--- src/rtl/wdog_pkg.sv ---
package wdog_pkg;
  localparam int NUM_TIMERS = 3;
  localparam int HALF_W     = 16;
  localparam int BYTE_W     = 8;
  localparam int ADDR_W     = 6;

  typedef enum logic [2:0] {
    RD_NONE,
    RD_CNT,
    RD_LIM,
    RD_STAT,
    RD_MASK,
    RD_SUM
  } rdSel_e;

  // Strobes from bus control to datapath
  typedef struct packed {
    logic [NUM_TIMERS-1:0] limWr;
    logic [NUM_TIMERS-1:0] cntRd;
    logic                  maskWr;
    logic                  rdEn;
    rdSel_e                rdSel;
    logic [1:0]            rdIdx;
  } strobe_t;

  function automatic logic [HALF_W-1:0] swapLanes(input logic [HALF_W-1:0] v);
    return {v[BYTE_W-1:0], v[HALF_W-1:BYTE_W]};
  endfunction
endpackage

--- src/rtl/wdog_ctrl.sv ---
module wdog_ctrl
  import wdog_pkg::*;
(
  input  logic              busSel,
  input  logic              busWrite,
  input  logic [ADDR_W-1:0] busAddr,
  output strobe_t           stb
);
  logic [1:0] blk;
  logic [1:0] regSel;
  logic       aligned;

  assign blk     = busAddr[ADDR_W-1:ADDR_W-2];
  assign regSel  = busAddr[ADDR_W-3:ADDR_W-4];
  assign aligned = (busAddr[1:0] == 2'b00);

  always_comb begin
    stb       = '0;
    stb.rdSel = RD_NONE;
    if (busSel) begin
      stb.rdEn = !busWrite;
      if (aligned) begin
        if (blk == 2'd3) begin
          if (busWrite) begin
            stb.maskWr = (regSel == 2'd0);
          end else begin
            case (regSel)
              2'd0:    stb.rdSel = RD_MASK;
              2'd1:    stb.rdSel = RD_SUM;
              default: stb.rdSel = RD_NONE;
            endcase
          end
        end else begin
          stb.rdIdx = blk;
          for (int i = 0; i < NUM_TIMERS; i++) begin
            if (blk == 2'(i)) begin
              stb.limWr[i] = busWrite && (regSel == 2'd1);
              stb.cntRd[i] = !busWrite && (regSel == 2'd0);
            end
          end
          if (!busWrite) begin
            case (regSel)
              2'd0:    stb.rdSel = RD_CNT;
              2'd1:    stb.rdSel = RD_LIM;
              2'd2:    stb.rdSel = RD_STAT;
              default: stb.rdSel = RD_NONE;
            endcase
          end
        end
      end
    end
  end
endmodule

--- src/rtl/wdog_datapath.sv ---
module wdog_datapath
  import wdog_pkg::*;
#(
  parameter int TICK_DIV  = 5000000,
  parameter int PULSE_LEN = 16
) (
  input  logic                              clk,
  input  logic                              rstN,
  input  strobe_t                           stb,
  input  logic [HALF_W-1:0]                 wdata,
  output logic [HALF_W-1:0]                 rdata,
  output logic                              wdIrq,
  output logic                              cpuRst,
  output logic                              sysRst,
  output logic                              tickEn,
  output logic [NUM_TIMERS-1:0]             runVec,
  output logic [NUM_TIMERS-1:0]             expVec,
  output logic [NUM_TIMERS-1:0]             maskVec,
  output logic [NUM_TIMERS-1:0][HALF_W-1:0] cntVec
);
  localparam int PC_W = (TICK_DIV > 1) ? $clog2(TICK_DIV) : 1;
  localparam int PL_W = $clog2(PULSE_LEN + 1);
  localparam logic [PC_W-1:0]   PC_LAST  = PC_W'(TICK_DIV - 1);
  localparam logic [PL_W-1:0]   PL_LOAD  = PL_W'(PULSE_LEN);
  localparam logic [HALF_W-1:0] CNT_INIT = HALF_W'(1);

  logic [PC_W-1:0]                   preCnt;
  logic [HALF_W-1:0]                 wrVal;
  logic [NUM_TIMERS-1:0][HALF_W-1:0] limVec;
  logic [NUM_TIMERS-1:0]             fire;
  logic [NUM_TIMERS-1:0]             actOut;

  assign wrVal = swapLanes(wdata);

  // Tick prescaler
  assign tickEn = (preCnt == PC_LAST);
  always_ff @(posedge clk or negedge rstN) begin
    if (!rstN)       preCnt <= '0;
    else if (tickEn) preCnt <= '0;
    else             preCnt <= preCnt + 1'b1;
  end

  // Shared action mask
  always_ff @(posedge clk or negedge rstN) begin
    if (!rstN)           maskVec <= '0;
    else if (stb.maskWr) maskVec <= wdata[NUM_TIMERS-1:0];
  end

  for (genvar t = 0; t < NUM_TIMERS; t++) begin : g_timer
    logic [HALF_W-1:0] cntQ;
    logic [HALF_W-1:0] limQ;
    logic              runQ;
    logic              expQ;

    assign fire[t] = runQ && tickEn && !stb.limWr[t] && !stb.cntRd[t] &&
                     (cntQ <= CNT_INIT);

    always_ff @(posedge clk or negedge rstN) begin
      if (!rstN) begin
        cntQ <= CNT_INIT;
        limQ <= CNT_INIT;
        runQ <= 1'b0;
        expQ <= 1'b0;
      end else if (stb.limWr[t]) begin
        cntQ <= wrVal;
        limQ <= wrVal;
        runQ <= 1'b1;
        expQ <= 1'b0;
      end else if (stb.cntRd[t]) begin
        if (runQ) cntQ <= limQ;
      end else if (fire[t]) begin
        cntQ <= '0;
        runQ <= 1'b0;
        expQ <= 1'b1;
      end else if (runQ && tickEn) begin
        cntQ <= cntQ - 1'b1;
      end
    end

    assign cntVec[t] = cntQ;
    assign limVec[t] = limQ;
    assign runVec[t] = runQ;
    assign expVec[t] = expQ;

    if (t == 0) begin : g_irq
      assign actOut[t] = expQ && !maskVec[t];
    end else begin : g_pulse
      logic [PL_W-1:0] pulseQ;
      always_ff @(posedge clk or negedge rstN) begin
        if (!rstN)                        pulseQ <= '0;
        else if (fire[t] && !maskVec[t])  pulseQ <= PL_LOAD;
        else if (pulseQ != '0)            pulseQ <= pulseQ - 1'b1;
      end
      assign actOut[t] = (pulseQ != '0);
    end
  end

  assign wdIrq  = actOut[0];
  assign cpuRst = actOut[1];
  assign sysRst = actOut[2];

  // Read path
  logic [HALF_W-1:0] selCnt;
  logic [HALF_W-1:0] selLim;
  logic              selRun;
  logic              selExp;

  always_comb begin
    selCnt = '0;
    selLim = '0;
    selRun = 1'b0;
    selExp = 1'b0;
    for (int i = 0; i < NUM_TIMERS; i++) begin
      if (stb.rdIdx == 2'(i)) begin
        selCnt = cntVec[i];
        selLim = limVec[i];
        selRun = runVec[i];
        selExp = expVec[i];
      end
    end
  end

  always_ff @(posedge clk or negedge rstN) begin
    if (!rstN) begin
      rdata <= '0;
    end else if (stb.rdEn) begin
      case (stb.rdSel)
        RD_CNT:  rdata <= swapLanes(selCnt);
        RD_LIM:  rdata <= swapLanes(selLim);
        RD_STAT: rdata <= HALF_W'({selExp, selRun});
        RD_MASK: rdata <= HALF_W'(maskVec);
        RD_SUM:  rdata <= HALF_W'(expVec);
        default: rdata <= '0;
      endcase
    end
  end
endmodule

--- src/rtl/triple_wdog.sv ---
module triple_wdog
  import wdog_pkg::*;
#(
  parameter int TICK_DIV  = 5000000,
  parameter int PULSE_LEN = 16
) (
  input  logic              clk,
  input  logic              rstN,
  input  logic              busSel,
  input  logic              busWrite,
  input  logic [ADDR_W-1:0] busAddr,
  input  logic [HALF_W-1:0] busWdata,
  output logic [HALF_W-1:0] busRdata,
  output logic              wdIrq,
  output logic              cpuRst,
  output logic              sysRst
);
  strobe_t                           stb;
  logic                              tickEn;
  logic [NUM_TIMERS-1:0]             runVec;
  logic [NUM_TIMERS-1:0]             expVec;
  logic [NUM_TIMERS-1:0]             maskVec;
  logic [NUM_TIMERS-1:0][HALF_W-1:0] cntVec;

  wdog_ctrl u_ctrl (
    .busSel  (busSel),
    .busWrite(busWrite),
    .busAddr (busAddr),
    .stb     (stb)
  );

  wdog_datapath #(
    .TICK_DIV (TICK_DIV),
    .PULSE_LEN(PULSE_LEN)
  ) u_dp (
    .clk    (clk),
    .rstN   (rstN),
    .stb    (stb),
    .wdata  (busWdata),
    .rdata  (busRdata),
    .wdIrq  (wdIrq),
    .cpuRst (cpuRst),
    .sysRst (sysRst),
    .tickEn (tickEn),
    .runVec (runVec),
    .expVec (expVec),
    .maskVec(maskVec),
    .cntVec (cntVec)
  );
endmodule

--- config.mk ---
export PLATFORM = sky130hd
export DESIGN_NAME = triple_wdog
export DESIGN_NICKNAME = d
export VERILOG_FILES = /design/src/rtl/wdog_pkg.sv /design/src/rtl/wdog_ctrl.sv /design/src/rtl/wdog_datapath.sv /design/src/rtl/triple_wdog.sv
export SDC_FILE = /design/constraint.sdc
export NUM_CORES = 1
export LEC_CHECK = 0
export BUFFER_PORTS_ARGS = -buffer_cell sky130_fd_sc_hd__clkbuf_2
export CORE_ASPECT_RATIO = 1.4
export CORE_MARGIN = 2
export CORE_UTILIZATION = 38
export DETAILED_ROUTE_END_ITERATION = 7
export GPL_ROUTABILITY_DRIVEN = 0
export MAX_ROUTING_LAYER = met4
export PLACE_DENSITY = 0.62
export SLEW_MARGIN = 20
export SYNTH_ARGS = -nofsm -noshare
export SYNTH_HDL_FRONTEND = slang
export SYNTH_SLANG_ARGS = --single-unit
--- constraint.sdc ---
create_clock -name clk -period 2.35 [get_ports clk]
set_input_delay 0.1175 -clock clk [delete_from_list [all_inputs] [get_ports clk]]
set_output_delay 0.1175 -clock clk [all_outputs]
set_load 0.1 [all_outputs]
==> impl_results.md <==
* Initial antenna violation count at 0
* Final Critical Period at 2.20 ns
* Crit path DAT at roughly 2.5 ns
* Post-route ant nets at 0
* R2r setup slk at 0.15 ns
* Actual slew at the worst max-slew pin at roughly 0.62 ns
* Post-synth top flop: dfrtp_1
* Clk buf depth at 2
* Vias at 9150
* WP data required at 2.66 ns
* Pwr Density at 586 nW/um^2
* Ant diodes at 0
* Synthesized Nets at 1112
* Worst path slowest cell: or4b_1
* Flops & latches, synth at between 150 and 200
* Post-synth EDFFs at 0
* Count leader, synth: nand2_1
* Tcrit/Tclk final at ~94%
* Drt first pass iters at 5
* Post-CTS Setup Repair Bufs at 0
* CP startpoint kind: flop
* Yosys top cell by area: dfrtp_1
* Hold Vio Cnt, Final at 0
* # port buffers at 44
* DR vias/cell at 6.06
* Synthesized cell area at roughly 9400 sq um
* # H-tree levels at 4
* GR Util All Layers at between 20% and 30%
* FF+latch area at 3860 sq um
* Asr flop ratio synth at 100%
* DIE WIDTH at 137 microns
* Layout cells sized above 1 at 19.2%
* RR Endpoint: u_dp.g_timer[0].cntQ[2]
* Most used cell, CP: a211oi_1
* Crit end category: flop
* Slowest Stage Delay on Critical Path at between 0.5 and 0.6 ns
* CTS tree: built
* Worst Hold Class: input port to flop
* Total Die Area at 26100 sq um
* Outcome: finished clean
* Vias in the first global route at 8818
* Area Growth Syn to Fin at 20.1%
* Core footprint at 24500 sq um
* CP Class: flop to flop
* DRT Wirelength at 33400 microns
* Clk_lat worst skew at 0.45 ns
* Pins over their slew limit at 0
* Largest net degree at the start of global routing at 56
* Detailed placement HPWL at 25000 microns
* Top-area cell type share of the netlist area at 39.3%
* Reg2Reg Depth at 6
* Worst vdd ir at 0.465 mV
* CTS Buf Count at 17
* Filler cells at 2353
* Commonest cells in the netlist: nand2_1, dfrtp_1, nor2_1
* Layout Nets at about 1200
* Clk sink count at 154
* Max-cap violations at 0
* Mapped Cells at about 1100
* Worst setup endpoint: u_dp.g_timer[0].cntQ[2]
* Clock skew at 0.0101 ns
* Reg clk slew, reported paths at ~0.06 ns
* Final setup fails at 0
* I/O pin cnt at 45
* Yosys cell types at 88
* Avg Inst Size Synth at between 8 and 9 sq um
* Wirelength per Cell at 22.1 microns
* CP max FO at 14
* Warnings, synthesis at 0
* Clock Tree Root: clkbuf_16
* Initial detailed-routing violation count at 947
* Post-route DRC violation count at 0
* Setup TNS at 0 ns
* Die Y at 190 microns
* Starting density of the core at 38.4%
* Pleak at about 0.0051 uW
* Crit Reg-Reg Startpoint: u_dp.preCnt[21]
* Fmax at 455 MHz
* Synth area leaders: dfrtp_1, nand2_1, nor2_1, nor3_1, mux2i_1
* Crit-path cells: nor4_4, nand3_4, or4b_1, buf_4, a211oi_1, a211oi_1
* Sequential area share after synthesis at 41.0%
* Max transition margin at 58.8%
* Grt ovf at 0
* Site Rows at 68
* Worst Setup SP: u_dp.preCnt[21]
* RSZ-0062 raised after global routing: no
* Area occupied by multi-input gates at 5120 sq um
* First-pass GRT wire length at 51300 microns
* Final core utilization at 46.1%
[layout by cell type (no fill, tap or decap), drive strengths merged, types with 15 or more instances in the layout]
cell and count:
nand2 182, dfrtp 148, buf 104, nor2 94, clkbuf 66, nor3 56, inv 50, nand3 39
o22ai 35, a21oi 32, a211oi 24, mux2i 23, a22o 23, a31oi 20, a32oi 19, nor4 19
xnor2 16, ha 15
[critical path: cells and delay by family, from the launching register on]
family          cells  cell delay [ns]
compound gates      2             0.31
buf+inv             1             0.20
flops               1             0.43
simple gates        3             1.12
[metrics by stage]
step,std cells,hold slack (ns),setup WS (ns),total power [uW],instance area [sq um]
after floorplan,1071,-0.178,0.209,3560,9410
after global placement,1470,0.139,0.0928,3890,10600
after detailed placement,1470,0.141,0.0336,3910,10600
after CTS,1509,0.00344,0.0160,6630,11300
after global routing,1510,0.00780,0.00175,6850,11300
final,1510,0.0115,0.151,6620,11300
[layout make-up]
class                   instances  share of cell area [%]
multi-input cells             804                    45.3
flip-flops and latches        154                    34.2
repair buffers                156                    10.4
clock buffers                  23                    4.14
well taps                     315                    3.49
inverters                      50                    1.66
clock inverters                 8                   0.852
[logic make-up after synthesis]
logic type	synth area share, %
compound gates	21.1
xor+xnor	2.42
fa+ha+maj	1.99
buf+inv	5.02
flops	41.0
mux	3.04
simple gates	25.4
[metal layers]
layer	share of wire [%]	global-route usage, %
met4	7.9	19.0
met1	38	30.3
met2	48	42.4
met3	5.9	5.29
met5	0	-
[repair_timing]
item,in CTS,in global routing
hold buffers,8,1
hold endpoints to repair,63,1
setup endpoints to repair,0,9
resized for setup,0,4
[where the power goes]
part	internal, uW	switching (uW)	total (uW)	leakage (uW)
Combinational	290	604	894	0.00291
Sequential	2820	163	2980	0.00187
Clock	1610	1130	2740	0.000277
[how the worst min path moves through the flow]
stage	slack [ns]	depth (start not counted)	start	to
final	0.01	3	busWdata[15]	u_dp.g_timer[0].limQ[7]
after global routing	0.008	3	busWdata[15]	u_dp.g_timer[0].limQ[7]
after CTS	0.003	3	busWdata[3]	u_dp.g_timer[0].limQ[11]
after detailed placement	0.14	1	rstN	u_dp.preCnt[6]
after global placement	0.14	1	rstN	u_dp.preCnt[6]
after floorplan	-0.18	0	rstN	u_dp.g_timer[0].cntQ[10]
[state kept, by name (all words and copies together), names as in the netlist]
register                     flops
u_dp.g_timer.expQ                3
u_dp.rdata                      16
u_dp.maskVec                     3
u_dp.g_timer.runQ                3
u_dp.g_timer.cntQ               48
u_dp.g_timer.g_pulse.pulseQ     10
u_dp.preCnt                     23
u_dp.g_timer.limQ               48
Power figures use the tool's default switching activity.
